<file path="src/rtl/sram_ctrl_pkg.sv">
package sram_ctrl_pkg;

  typedef enum logic [2:0] {
    ST_IDLE,
    ST_WSETUP,
    ST_WPULSE,
    ST_WHOLD,
    ST_RACC,
    ST_RTURN
  } seq_state_e;

  // active-high internal pin intent
  typedef struct packed {
    logic ce;
    logic we;
    logic oe;
    logic drv;
  } pin_ctl_t;

  function automatic pin_ctl_t decode_pins(seq_state_e s);
    pin_ctl_t p;
    p = '0;
    case (s)
      ST_WSETUP: begin p.ce = 1'b1; p.drv = 1'b1; end
      ST_WPULSE: begin p.ce = 1'b1; p.we = 1'b1; p.drv = 1'b1; end
      ST_WHOLD:  begin p.ce = 1'b1; p.drv = 1'b1; end
      ST_RACC:   begin p.ce = 1'b1; p.oe = 1'b1; end
      default:   p = '0;
    endcase
    return p;
  endfunction

endpackage

</file>
<file path="src/rtl/sram_phase_timer.sv">
module sram_phase_timer #(
  parameter int CNT_W = 2
) (
  input  logic             clk_i,
  input  logic             rst_ni,
  input  logic             load_i,
  input  logic [CNT_W-1:0] load_val_i,
  output logic             done_o
);

  logic [CNT_W-1:0] cnt_q;

  always_ff @(posedge clk_i or negedge rst_ni) begin
    if (!rst_ni)             cnt_q <= '0;
    else if (load_i)         cnt_q <= load_val_i;
    else if (cnt_q != '0)    cnt_q <= cnt_q - 1'b1;
  end

  assign done_o = (cnt_q == '0);

endmodule

</file>
<file path="src/rtl/sram_seq_fsm.sv">
module sram_seq_fsm
  import sram_ctrl_pkg::*;
#(
  parameter int CNT_W     = 2,
  parameter int SETUP_CYC = 1,
  parameter int WE_CYC    = 2,
  parameter int ACC_CYC   = 2,
  parameter int TURN_CYC  = 1
) (
  input  logic             clk_i,
  input  logic             rst_ni,
  input  logic             req_i,
  input  logic             wr_i,
  input  logic             tmr_done_i,
  output seq_state_e       nxt_o,
  output logic             load_o,
  output logic [CNT_W-1:0] load_val_o,
  output logic             accept_o,
  output logic             capture_o,
  output logic             ack_o,
  output logic             ready_o
);

  localparam logic [CNT_W-1:0] LD_SETUP = CNT_W'(SETUP_CYC - 1);
  localparam logic [CNT_W-1:0] LD_WE    = CNT_W'(WE_CYC - 1);
  localparam logic [CNT_W-1:0] LD_ACC   = CNT_W'(ACC_CYC - 1);
  localparam logic [CNT_W-1:0] LD_TURN  = CNT_W'(TURN_CYC - 1);

  seq_state_e state_q, nxt;

  always_comb begin
    nxt        = state_q;
    load_o     = 1'b0;
    load_val_o = '0;
    capture_o  = 1'b0;
    case (state_q)
      ST_IDLE: if (req_i) begin
        nxt        = wr_i ? ST_WSETUP : ST_RACC;
        load_o     = 1'b1;
        load_val_o = wr_i ? LD_SETUP : LD_ACC;
      end
      ST_WSETUP: if (tmr_done_i) begin
        nxt        = ST_WPULSE;
        load_o     = 1'b1;
        load_val_o = LD_WE;
      end
      ST_WPULSE: if (tmr_done_i) nxt = ST_WHOLD;
      ST_WHOLD:  nxt = ST_IDLE;
      ST_RACC: if (tmr_done_i) begin
        nxt        = ST_RTURN;
        load_o     = 1'b1;
        load_val_o = LD_TURN;
        capture_o  = 1'b1;
      end
      ST_RTURN: if (tmr_done_i) nxt = ST_IDLE;
      default: nxt = ST_IDLE;
    endcase
  end

  always_ff @(posedge clk_i or negedge rst_ni) begin
    if (!rst_ni) state_q <= ST_IDLE;
    else         state_q <= nxt;
  end

  assign nxt_o    = nxt;
  assign ready_o  = (state_q == ST_IDLE);
  assign accept_o = ready_o && req_i;
  assign ack_o    = (state_q == ST_WHOLD) || ((state_q == ST_RTURN) && tmr_done_i);

  // completion pulse lasts one cycle
  a_r8_ack_single: assert property (@(posedge clk_i) disable iff (!rst_ni)
    ack_o |=> !ack_o);
  // busy and acknowledging never overlap with idle
  a_r2_ack_not_ready: assert property (@(posedge clk_i) disable iff (!rst_ni)
    ack_o |-> !ready_o);
  // a request is taken only while idle
  a_r2_leave_idle_on_req: assert property (@(posedge clk_i) disable iff (!rst_ni)
    (ready_o && !req_i) |=> ready_o);

endmodule

</file>
<file path="src/rtl/sram_data_path.sv">
module sram_data_path #(
  parameter int ADDR_W = 15,
  parameter int DATA_W = 9
) (
  input  logic              clk_i,
  input  logic              rst_ni,
  input  logic              accept_i,
  input  logic              capture_i,
  input  logic [ADDR_W-1:0] addr_i,
  input  logic [DATA_W-1:0] wdata_i,
  input  logic [DATA_W-1:0] dq_i,
  output logic [ADDR_W-1:0] addr_o,
  output logic [DATA_W-1:0] wdata_o,
  output logic [DATA_W-1:0] rdata_o
);

  always_ff @(posedge clk_i or negedge rst_ni) begin
    if (!rst_ni) begin
      addr_o  <= '0;
      wdata_o <= '0;
    end else if (accept_i) begin
      addr_o  <= addr_i;
      wdata_o <= wdata_i;
    end
  end

  always_ff @(posedge clk_i or negedge rst_ni) begin
    if (!rst_ni)        rdata_o <= '0;
    else if (capture_i) rdata_o <= dq_i;
  end

  // read data changes only on a capture edge
  a_r6_rdata_hold: assert property (@(posedge clk_i) disable iff (!rst_ni)
    !$past(capture_i) |-> $stable(rdata_o));

endmodule

</file>
<file path="src/rtl/sram_pin_drv.sv">
module sram_pin_drv
  import sram_ctrl_pkg::*;
(
  input  logic       clk_i,
  input  logic       rst_ni,
  input  seq_state_e nxt_i,
  output logic       ce1_n_o,
  output logic       ce2_o,
  output logic       we_n_o,
  output logic       oe_n_o,
  output logic       dq_oe_o
);

  pin_ctl_t pin_q;

  // registered so strobes never glitch
  always_ff @(posedge clk_i or negedge rst_ni) begin
    if (!rst_ni) pin_q <= '0;
    else         pin_q <= decode_pins(nxt_i);
  end

  assign ce1_n_o = ~pin_q.ce;
  assign ce2_o   =  pin_q.ce;
  assign we_n_o  = ~pin_q.we;
  assign oe_n_o  = ~pin_q.oe;
  assign dq_oe_o =  pin_q.drv;

  // strobes mutually exclusive
  a_r5_we_oe_exclusive: assert property (@(posedge clk_i) disable iff (!rst_ni)
    !(!we_n_o && !oe_n_o));
  // strobe low only inside a selected, driven window
  a_r3_we_needs_ce_drv: assert property (@(posedge clk_i) disable iff (!rst_ni)
    !we_n_o |-> (!ce1_n_o && ce2_o && dq_oe_o));
  // drivers on only after output enable was already high
  a_r7_drv_after_oe_high: assert property (@(posedge clk_i) disable iff (!rst_ni)
    dq_oe_o |-> (oe_n_o && $past(oe_n_o)));
  // strobe end keeps select and drivers for one more cycle
  a_r3_we_end_hold: assert property (@(posedge clk_i) disable iff (!rst_ni)
    $rose(we_n_o) |=> (!ce1_n_o && dq_oe_o) || $past(!ce1_n_o && dq_oe_o));

endmodule

</file>
<file path="src/rtl/sram_async_ctrl.sv">
module sram_async_ctrl
  import sram_ctrl_pkg::*;
#(
  parameter int ADDR_W    = 15,
  parameter int DATA_W    = 9,
  parameter int SETUP_CYC = 1,
  parameter int WE_CYC    = 2,
  parameter int ACC_CYC   = 2,
  parameter int TURN_CYC  = 1
) (
  input  logic              clk_i,
  input  logic              rst_ni,
  input  logic              req_i,
  input  logic              wr_i,
  input  logic [ADDR_W-1:0] addr_i,
  input  logic [DATA_W-1:0] wdata_i,
  output logic              ready_o,
  output logic              ack_o,
  output logic [DATA_W-1:0] rdata_o,
  output logic [ADDR_W-1:0] sram_addr_o,
  output logic              sram_ce1_n_o,
  output logic              sram_ce2_o,
  output logic              sram_we_n_o,
  output logic              sram_oe_n_o,
  output logic [DATA_W-1:0] sram_dq_o,
  output logic              sram_dq_oe_o,
  input  logic [DATA_W-1:0] sram_dq_i
);

  localparam int MAX_A   = (SETUP_CYC > WE_CYC) ? SETUP_CYC : WE_CYC;
  localparam int MAX_B   = (ACC_CYC > TURN_CYC) ? ACC_CYC : TURN_CYC;
  localparam int MAX_CYC = (MAX_A > MAX_B) ? MAX_A : MAX_B;
  localparam int CNT_W   = $clog2(MAX_CYC + 1);

  seq_state_e       nxt;
  logic             tmr_load, tmr_done, accept, capture;
  logic [CNT_W-1:0] tmr_val;

  sram_phase_timer #(.CNT_W(CNT_W)) u_timer (
    .clk_i      (clk_i),
    .rst_ni     (rst_ni),
    .load_i     (tmr_load),
    .load_val_i (tmr_val),
    .done_o     (tmr_done)
  );

  sram_seq_fsm #(
    .CNT_W(CNT_W), .SETUP_CYC(SETUP_CYC), .WE_CYC(WE_CYC),
    .ACC_CYC(ACC_CYC), .TURN_CYC(TURN_CYC)
  ) u_fsm (
    .clk_i      (clk_i),
    .rst_ni     (rst_ni),
    .req_i      (req_i),
    .wr_i       (wr_i),
    .tmr_done_i (tmr_done),
    .nxt_o      (nxt),
    .load_o     (tmr_load),
    .load_val_o (tmr_val),
    .accept_o   (accept),
    .capture_o  (capture),
    .ack_o      (ack_o),
    .ready_o    (ready_o)
  );

  sram_data_path #(.ADDR_W(ADDR_W), .DATA_W(DATA_W)) u_dp (
    .clk_i     (clk_i),
    .rst_ni    (rst_ni),
    .accept_i  (accept),
    .capture_i (capture),
    .addr_i    (addr_i),
    .wdata_i   (wdata_i),
    .dq_i      (sram_dq_i),
    .addr_o    (sram_addr_o),
    .wdata_o   (sram_dq_o),
    .rdata_o   (rdata_o)
  );

  sram_pin_drv u_pins (
    .clk_i   (clk_i),
    .rst_ni  (rst_ni),
    .nxt_i   (nxt),
    .ce1_n_o (sram_ce1_n_o),
    .ce2_o   (sram_ce2_o),
    .we_n_o  (sram_we_n_o),
    .oe_n_o  (sram_oe_n_o),
    .dq_oe_o (sram_dq_oe_o)
  );

  // address frozen across a selected window
  a_r9_addr_stable: assert property (@(posedge clk_i) disable iff (!rst_ni)
    (!sram_ce1_n_o && $past(!sram_ce1_n_o)) |-> $stable(sram_addr_o));
  // write data settled before the strobe's rising edge
  a_r3_data_setup: assert property (@(posedge clk_i) disable iff (!rst_ni)
    $rose(sram_we_n_o) |-> (!sram_ce1_n_o && sram_dq_oe_o && $stable(sram_dq_o)));
  // output enable high whenever drivers are on
  a_r5_oe_high_in_write: assert property (@(posedge clk_i) disable iff (!rst_ni)
    sram_dq_oe_o |-> sram_oe_n_o);

endmodule

</file>
<file path="config.mk">
export PLATFORM = sky130hd
export DESIGN_NAME = sram_async_ctrl
export DESIGN_NICKNAME = d
export VERILOG_FILES = /design/src/rtl/sram_ctrl_pkg.sv /design/src/rtl/sram_phase_timer.sv /design/src/rtl/sram_seq_fsm.sv /design/src/rtl/sram_data_path.sv /design/src/rtl/sram_pin_drv.sv /design/src/rtl/sram_async_ctrl.sv
export SDC_FILE = /design/constraint.sdc
export NUM_CORES = 1
export LEC_CHECK = 0
export ABC_AREA = 1
export BUFFER_PORTS_ARGS = -buffer_cell sky130_fd_sc_hd__buf_2
export CORE_UTILIZATION = 47
export DETAILED_ROUTE_END_ITERATION = 6
export PLACE_DENSITY = 0.88
export SLEW_MARGIN = 20
export SYNTH_ARGS = -nofsm -noshare
export SYNTH_HDL_FRONTEND = slang
export SYNTH_HIERARCHICAL = 1
export SYNTH_SLANG_ARGS = --single-unit
</file>
<file path="constraint.sdc">
create_clock -name clk_i -period 1.66 [get_ports clk_i]
set_input_delay 0.332 -clock clk_i [delete_from_list [all_inputs] [get_ports clk_i]]
set_output_delay 0.332 -clock clk_i [all_outputs]
set_load 0.03 [all_outputs]
</file>
==> results of run 1 <==
-- cell type report --
type / instances / area [µm²] / area share (%)
multi-input combinational: 140 / 616 / 26.0
tap: 48 / 60.1 / 2.54
inverter: 21 / 86.3 / 3.65
timing repair buffer: 82 / 440 / 18.6
sequential: 42 / 1050 / 44.5
clock buffer: 8 / 110 / 4.66
-- cell families after synthesis --
logic type,share of synthesized area (%)
AO/OA/AOI/OAI,2.22
buffers and inverters,9.35
AND/OR/NAND/NOR,29.4
other,0.208
adder cells (fa/ha/maj),0.692
flip-flops,58.2
-- critical path, cell delays in order (launching register included) --
cell and delay [ns]:
dfrtp_1 0.40, inv_2 0.08, ha_4 0.15, nand2_4 0.05
o31ai_2 0.18, buf_4 0.19
-- how the worst min path moves through the flow --
| stage | start | end | slack [ns] | cells after the start |
|---|---|---|---|---|
| 3_5_place_dp | rst_ni | u_dp/addr_o[0]$_DFFE_PN0P_ | 0.33 | 1 |
| 4_1_cts | rst_ni | u_dp/addr_o[0]$_DFFE_PN0P_ | 0.01 | 1 |
| 2_1_floorplan | rst_ni | u_dp/addr_o[0]$_DFFE_PN0P_ | 0.04 | 0 |
| 3_3_place_gp | rst_ni | u_dp/addr_o[0]$_DFFE_PN0P_ | 0.31 | 1 |
| 6_report | rst_ni | u_dp/addr_o[0]$_DFFE_PN0P_ | 0.006 | 1 |
| 5_1_grt | rst_ni | u_dp/rdata_o[8]$_DFFE_PN0P_ | 0.03 | 1 |
-- state kept, by name, indices dropped and copies added, names as in the netlist --
register	count
u_pins/ce2_o	1
u_pins/pin_q	2
u_fsm/state_q	3
u_dp/rdata_o	9
u_dp/addr_o	15
u_pins/dq_oe_o	1
u_dp/wdata_o	9
u_timer/cnt_q	2
-- placed cells by master (no fill, tap or decap), drive strengths merged --
master | synthesis | layout
dfrtp | 42 | 42
nor3 | 1 | 1
ha | 1 | 1
buf | 5 | 82
nor2 | 4 | 4
nand2 | 117 | 117
o21ai | 4 | 4
nand3 | 9 | 9
a21boi | 1 | 1
o31ai | 1 | 1
clkbuf | 2 | 8
conb | 1 | 1
inv | 21 | 21
nand4 | 1 | 1
-- where the power goes --
group	switching (mW)	internal (mW)
combinational	1.95	0.852
clock	0.307	0.419
sequential	0.300	1.52
total	2.56	2.80
-- routing by layer --
metal	GRT usage [%]	up-vias	part of all wire (%)	wire length, µm
li1	-	789	-	-
met1	21.4	686	43	1460
met2	33.2	54	49	1670
met3	3.57	6	5.9	201
met4	7.67	0	1.6	54
met5	0	-	0	0
-- stage by stage --
step | power (mW) | hold WS, ns
5_1_grt | 5.77 | 0.0345
3_3_place_gp | 4.45 | 0.314
6_report | 5.35 | 0.00628
4_1_cts | 5.36 | 0.0148
2_1_floorplan | 3.85 | 0.0364
3_5_place_dp | 4.54 | 0.327
-- what timing repair did --
action | in CTS | in global routing
hold buffers | 0 | 0
setup endpoints to repair | 1 | 3
gates cloned | 0 | 0
gates resized for setup | 7 | 2
buffers inserted | 1 | 1
pin swaps | 1 | 0
==> run metrics, run 1 <==
Reg2Reg Launch Point u_timer/cnt_q[1]$_DFFE_PN0P_; CP Data Required Time 1.33 ns; Antenna diodes 0; commonest cells in the netlist 111 x nand2_1, 42 x dfrtp_1, 17 x inv_1, 9 x nand3_1, 6 x nand2_2; RSZ-0062 raised after global routing true; Final setup viols 1; initial antenna violation count 0; Cell Pwr Density 2260 nW/µm²; Die X 64 µm; GRT Residual Overflow 0; max cap viols 0; die height 64 µm; CTS tree built; most frequent cell after synthesis nand2_1; Vias 1,535; Yosys reg bits 42; failing checks setup timing; worst slack at placement 0.0895 ns; fin nets 330; largest net degree at the start of global routing 25; routability congestion estimate 0.878; vias in the first global route 1,429; IO Pins 77; total CTS buffers 5; DR DRC count 0; Placeable Area 3660 µm²; R2R cell count 9; latest clock arrival within the worst-skew pair 0.28 ns; DR iter-0 viols 34; CTS root buf clkbuf_8; Fill cells 313; Core Util, Final 64.6%; first-pass GRT wire length 5840 µm; Sink Count 42; Setup crit end ack_o; HPWL Detailed 2580 µm; DRT Pass-1 Iters 4; Syn Area/Cell 8.60 µm²; share of post-route cells with drive strength above 1 36.9%; Post-synth EDFFs 0; Tot GR Track Use 18.5%; final WL 3390 µm; DP Area 2210 µm²; Worst R2R Setup Slack 0.14 ns; final worst-path cycle share 100%; worst reg2reg path endpoint u_timer/cnt_q[0]$_DFFE_PN0P_; Main synth FF type dfrtp_1; H-tree levels 2; FMAX 602 MHz; Synth top area share 58.2%; Slew Viols, Final 0; yosys warns 6; post-route worst setup slack -0.00235 ns; clk_skew 0.00374 ns; port buffer count 76; Crit Path Class flop to primary output; leading post-synthesis cells by cell area dfrtp_1 58%, nand2_1 23%, inv_1 3.5%; final hold violations 0; Routed Antenna Nets 0; Die ar. 4100 µm²; Layout area overhead 30.8%; status complete, but fails checks; Clock transition at path regs 0.07 ns; syn nets 248; Final min period 1.66 ns; worst hold path type input pin to async pin; sequential element share of the synthesized area 58.2%; CP startpoint u_timer/cnt_q[1]$_DFFE_PN0P_; fin area 2360 µm²; ys async rst share 100%; crit-path max FO 3; Placement Rows 22; Bufs on Longest Clock Path 2; Mapped Cells 210; Pleak 1.41 nW; CP arrival 1.33 ns; leading area contributor after synthesis dfrtp_1; crit path launch type flop; initial core utilization 49.4%; Syn Std Cell Area 1810 µm²; vias per inst 4.50; Max IR drop VDD 1.29 mV; WL/cell 9.93 µm; Crit. End Element primary output; Post-Route Setup TNS -0.00235 ns; Inst Count DP 331; count of different cell masters after synthesis 22; Non-Filler Instances 341
Power figures use the tool's default switching activity.
==> run 2: changes to the inputs <==
Clock period 1.66 ns to 1.9 ns, I/O delays scaled along.
==> run 2 against run 1 <==
Against the previous run: the run now ends clean; register-to-register slack improved by 0.14 ns; core utilization fell by 0.48 points; first-iteration DRC count rose by 130%; cell count fell by 0.59%; worst hold slack improved by 0.040 ns; highest routed layer unchanged.
==> run metrics, run 2 (synthesis gave the netlist of run 1 again) <==
worst reg2reg path endpoint u_dp/wdata_o[1]$_DFFE_PN0P_ (was u_timer/cnt_q[0]$_DFFE_PN0P_); largest net degree at the start of global routing 25 (unchanged); DR DRC count 0 (unchanged); most common cell after layout, fill and taps aside nand2_1 (unchanged); Layout area overhead 29.8% (was 30.8%); total CTS buffers 5 (unchanged); final hold violations 0 (unchanged); initial core utilization 49.4% (unchanged); Die ar. 4100 µm² (unchanged); Placement Rows 22 (unchanged); Antenna diodes 0 (unchanged); crit path launch type flop (unchanged); FMAX 541 MHz; CP Cell Sequence inv_1, ha_4, nand2_2, o31ai_4, buf_6 (was inv_2, ha_4, nand2_4, o31ai_2, buf_4); Crit path max-delay family flip-flops (unchanged); CP Data Required Time 1.52 ns (was 1.33 ns); CP peak stage delay 0.40 ns (about the same); Slew Viols, Final 0 (unchanged); Clock transition at path regs 0.07 ns (about the same); Max IR drop VDD 0.978 mV (was 1.29 mV); DR iter-0 viols 78 (was 34); post-route worst setup slack 0.0521 ns (was -0.00235 ns); final worst-path cycle share 97.3%; crit-path max FO 3 (unchanged); worst slack at placement 0.209 ns (was 0.0895 ns); port buffer count 76 (unchanged); Bufs on Longest Clock Path 2 (unchanged); clk_skew 0.00275 ns (was 0.00374 ns); worst hold path type input pin to async pin (unchanged); CP arrival 1.47 ns (was 1.33 ns); slowest cell on the critical path dfrtp_1 (unchanged); Placeable Area 3660 µm² (unchanged); Vias 1,567 (was 1,535); Final setup viols 0 (was 1); Core Util, Final 64.1% (was 64.6%); HPWL Detailed 2540 µm (was 2580 µm); share of post-route cells with drive strength above 1 35.7% (was 36.9%); FF+latch area 1050 µm² (unchanged); R2R cell count 8 (was 9); max cap viols 0 (unchanged); CTS tree built (unchanged); Fill cells 315 (was 313); Reg2Reg Launch Point u_fsm/state_q[1]$_DFF_PN0_ (was u_timer/cnt_q[1]$_DFFE_PN0P_); Tot GR Track Use 19.2% (was 18.5%); Die X 64 µm (unchanged); max FFs per register 15 (unchanged); vias in the first global route 1,434 (was 1,429); Cell Pwr Density 2000 nW/µm² (was 2260 nW/µm²); hold slack 0.0461 ns (was 0.00628 ns); CTS root buf clkbuf_8 (unchanged); GRT Residual Overflow 0 (unchanged); die height 64 µm (unchanged); Final min period 1.85 ns; Worst R2R Setup Slack 0.28 ns (was 0.14 ns); final WL 3580 µm (was 3390 µm); routability congestion estimate 0.897 (was 0.878); Crit Path Class flop to primary output (unchanged); biggest regs u_dp/addr_o x15, u_dp/rdata_o x9, u_dp/wdata_o x9 (unchanged); DRT Pass-1 Iters 4 (unchanged); Sink Count 42 (unchanged); first-pass GRT wire length 6000 µm (was 5840 µm); IO Pins 77 (unchanged); commonest non-fill, non-tap cells in the layout 110 x nand2_1, 75 x buf_2, 42 x dfrtp_1 (unchanged); Non-Filler Instances 339 (was 341); WL/cell 10.6 µm (was 9.93 µm); multi-input logic area 611 µm² (was 616 µm²); Pleak 1.40 nW (was 1.41 nW); status completed (was complete, but fails checks); vias per inst 4.62 (was 4.50); Inst Count DP 330 (was 331); H-tree levels 2 (unchanged); Crit. End Element primary output (unchanged); WP buf/inv 2 (unchanged); fin nets 328 (was 330); initial antenna violation count 0 (unchanged); Routed Antenna Nets 0 (unchanged); latest clock arrival within the worst-skew pair 0.28 ns (about the same); Reg with most FFs u_dp/addr_o (unchanged)
[run 2: cell type report]
cell class / instances / area share [%]
repair buffers: 80 / 18.3
well taps: 48 / 2.56
clock inverters: 3 / 1.71
clock buffers: 5 / 2.93
inverters: 21 / 3.68
flip-flops and latches: 42 / 44.8
multi-input cells: 140 / 26.0
[run 2: power breakdown]
group	total, mW	leakage (nW)	switching (mW)	internal [mW]
Combinational	2.45	0.822	1.72	0.728
Sequential	1.59	0.518	0.257	1.33
Clock	0.668	0.0579	0.281	0.386
[run 2: how the worst max path moves through the flow]
stage                                       startpoint  endpoint  slack [ns]  depth (start not counted)
final                     u_timer/cnt_q[1]$_DFFE_PN0P_     ack_o        0.05                          5
after global routing      u_timer/cnt_q[1]$_DFFE_PN0P_     ack_o      -0.003                          5
after CTS                 u_timer/cnt_q[0]$_DFFE_PN0P_     ack_o        0.02                          5
after detailed placement  u_timer/cnt_q[0]$_DFFE_PN0P_     ack_o        0.21                          5
after global placement    u_timer/cnt_q[0]$_DFFE_PN0P_     ack_o        0.33                          5
after floorplan           u_timer/cnt_q[0]$_DFFE_PN0P_     ack_o        0.25                          4
[run 2: repair_timing]
item | CTS | global route
gates resized for setup | 3 | 4
pin swaps | 0 | 2
setup endpoints to repair | 1 | 1
setup buffers | 0 | 1
hold buffers | 0 | 0
[run 2: per-stage QoR]
step | TNS, ns | power (mW) | cell area, µm²
2_1_floorplan | 0 | 3.36 | 1810
3_3_place_gp | 0 | 3.88 | 2200
3_5_place_dp | 0 | 3.95 | 2200
4_1_cts | 0 | 4.68 | 2320
5_1_grt | -0.00253 | 5.06 | 2350
6_report | 0 | 4.70 | 2350
[run 2: metal layers]
| layer | up-vias | global-route usage [%] | routed length, µm |
|---|---|---|---|
| met3 | 9 | 5.18 | 248 |
| met2 | 58 | 33.0 | 1770 |
| met1 | 711 | 22.6 | 1520 |
| met4 | 0 | 8.24 | 49 |
| met5 | - | 0 | 0 |
| li1 | 789 | - | - |
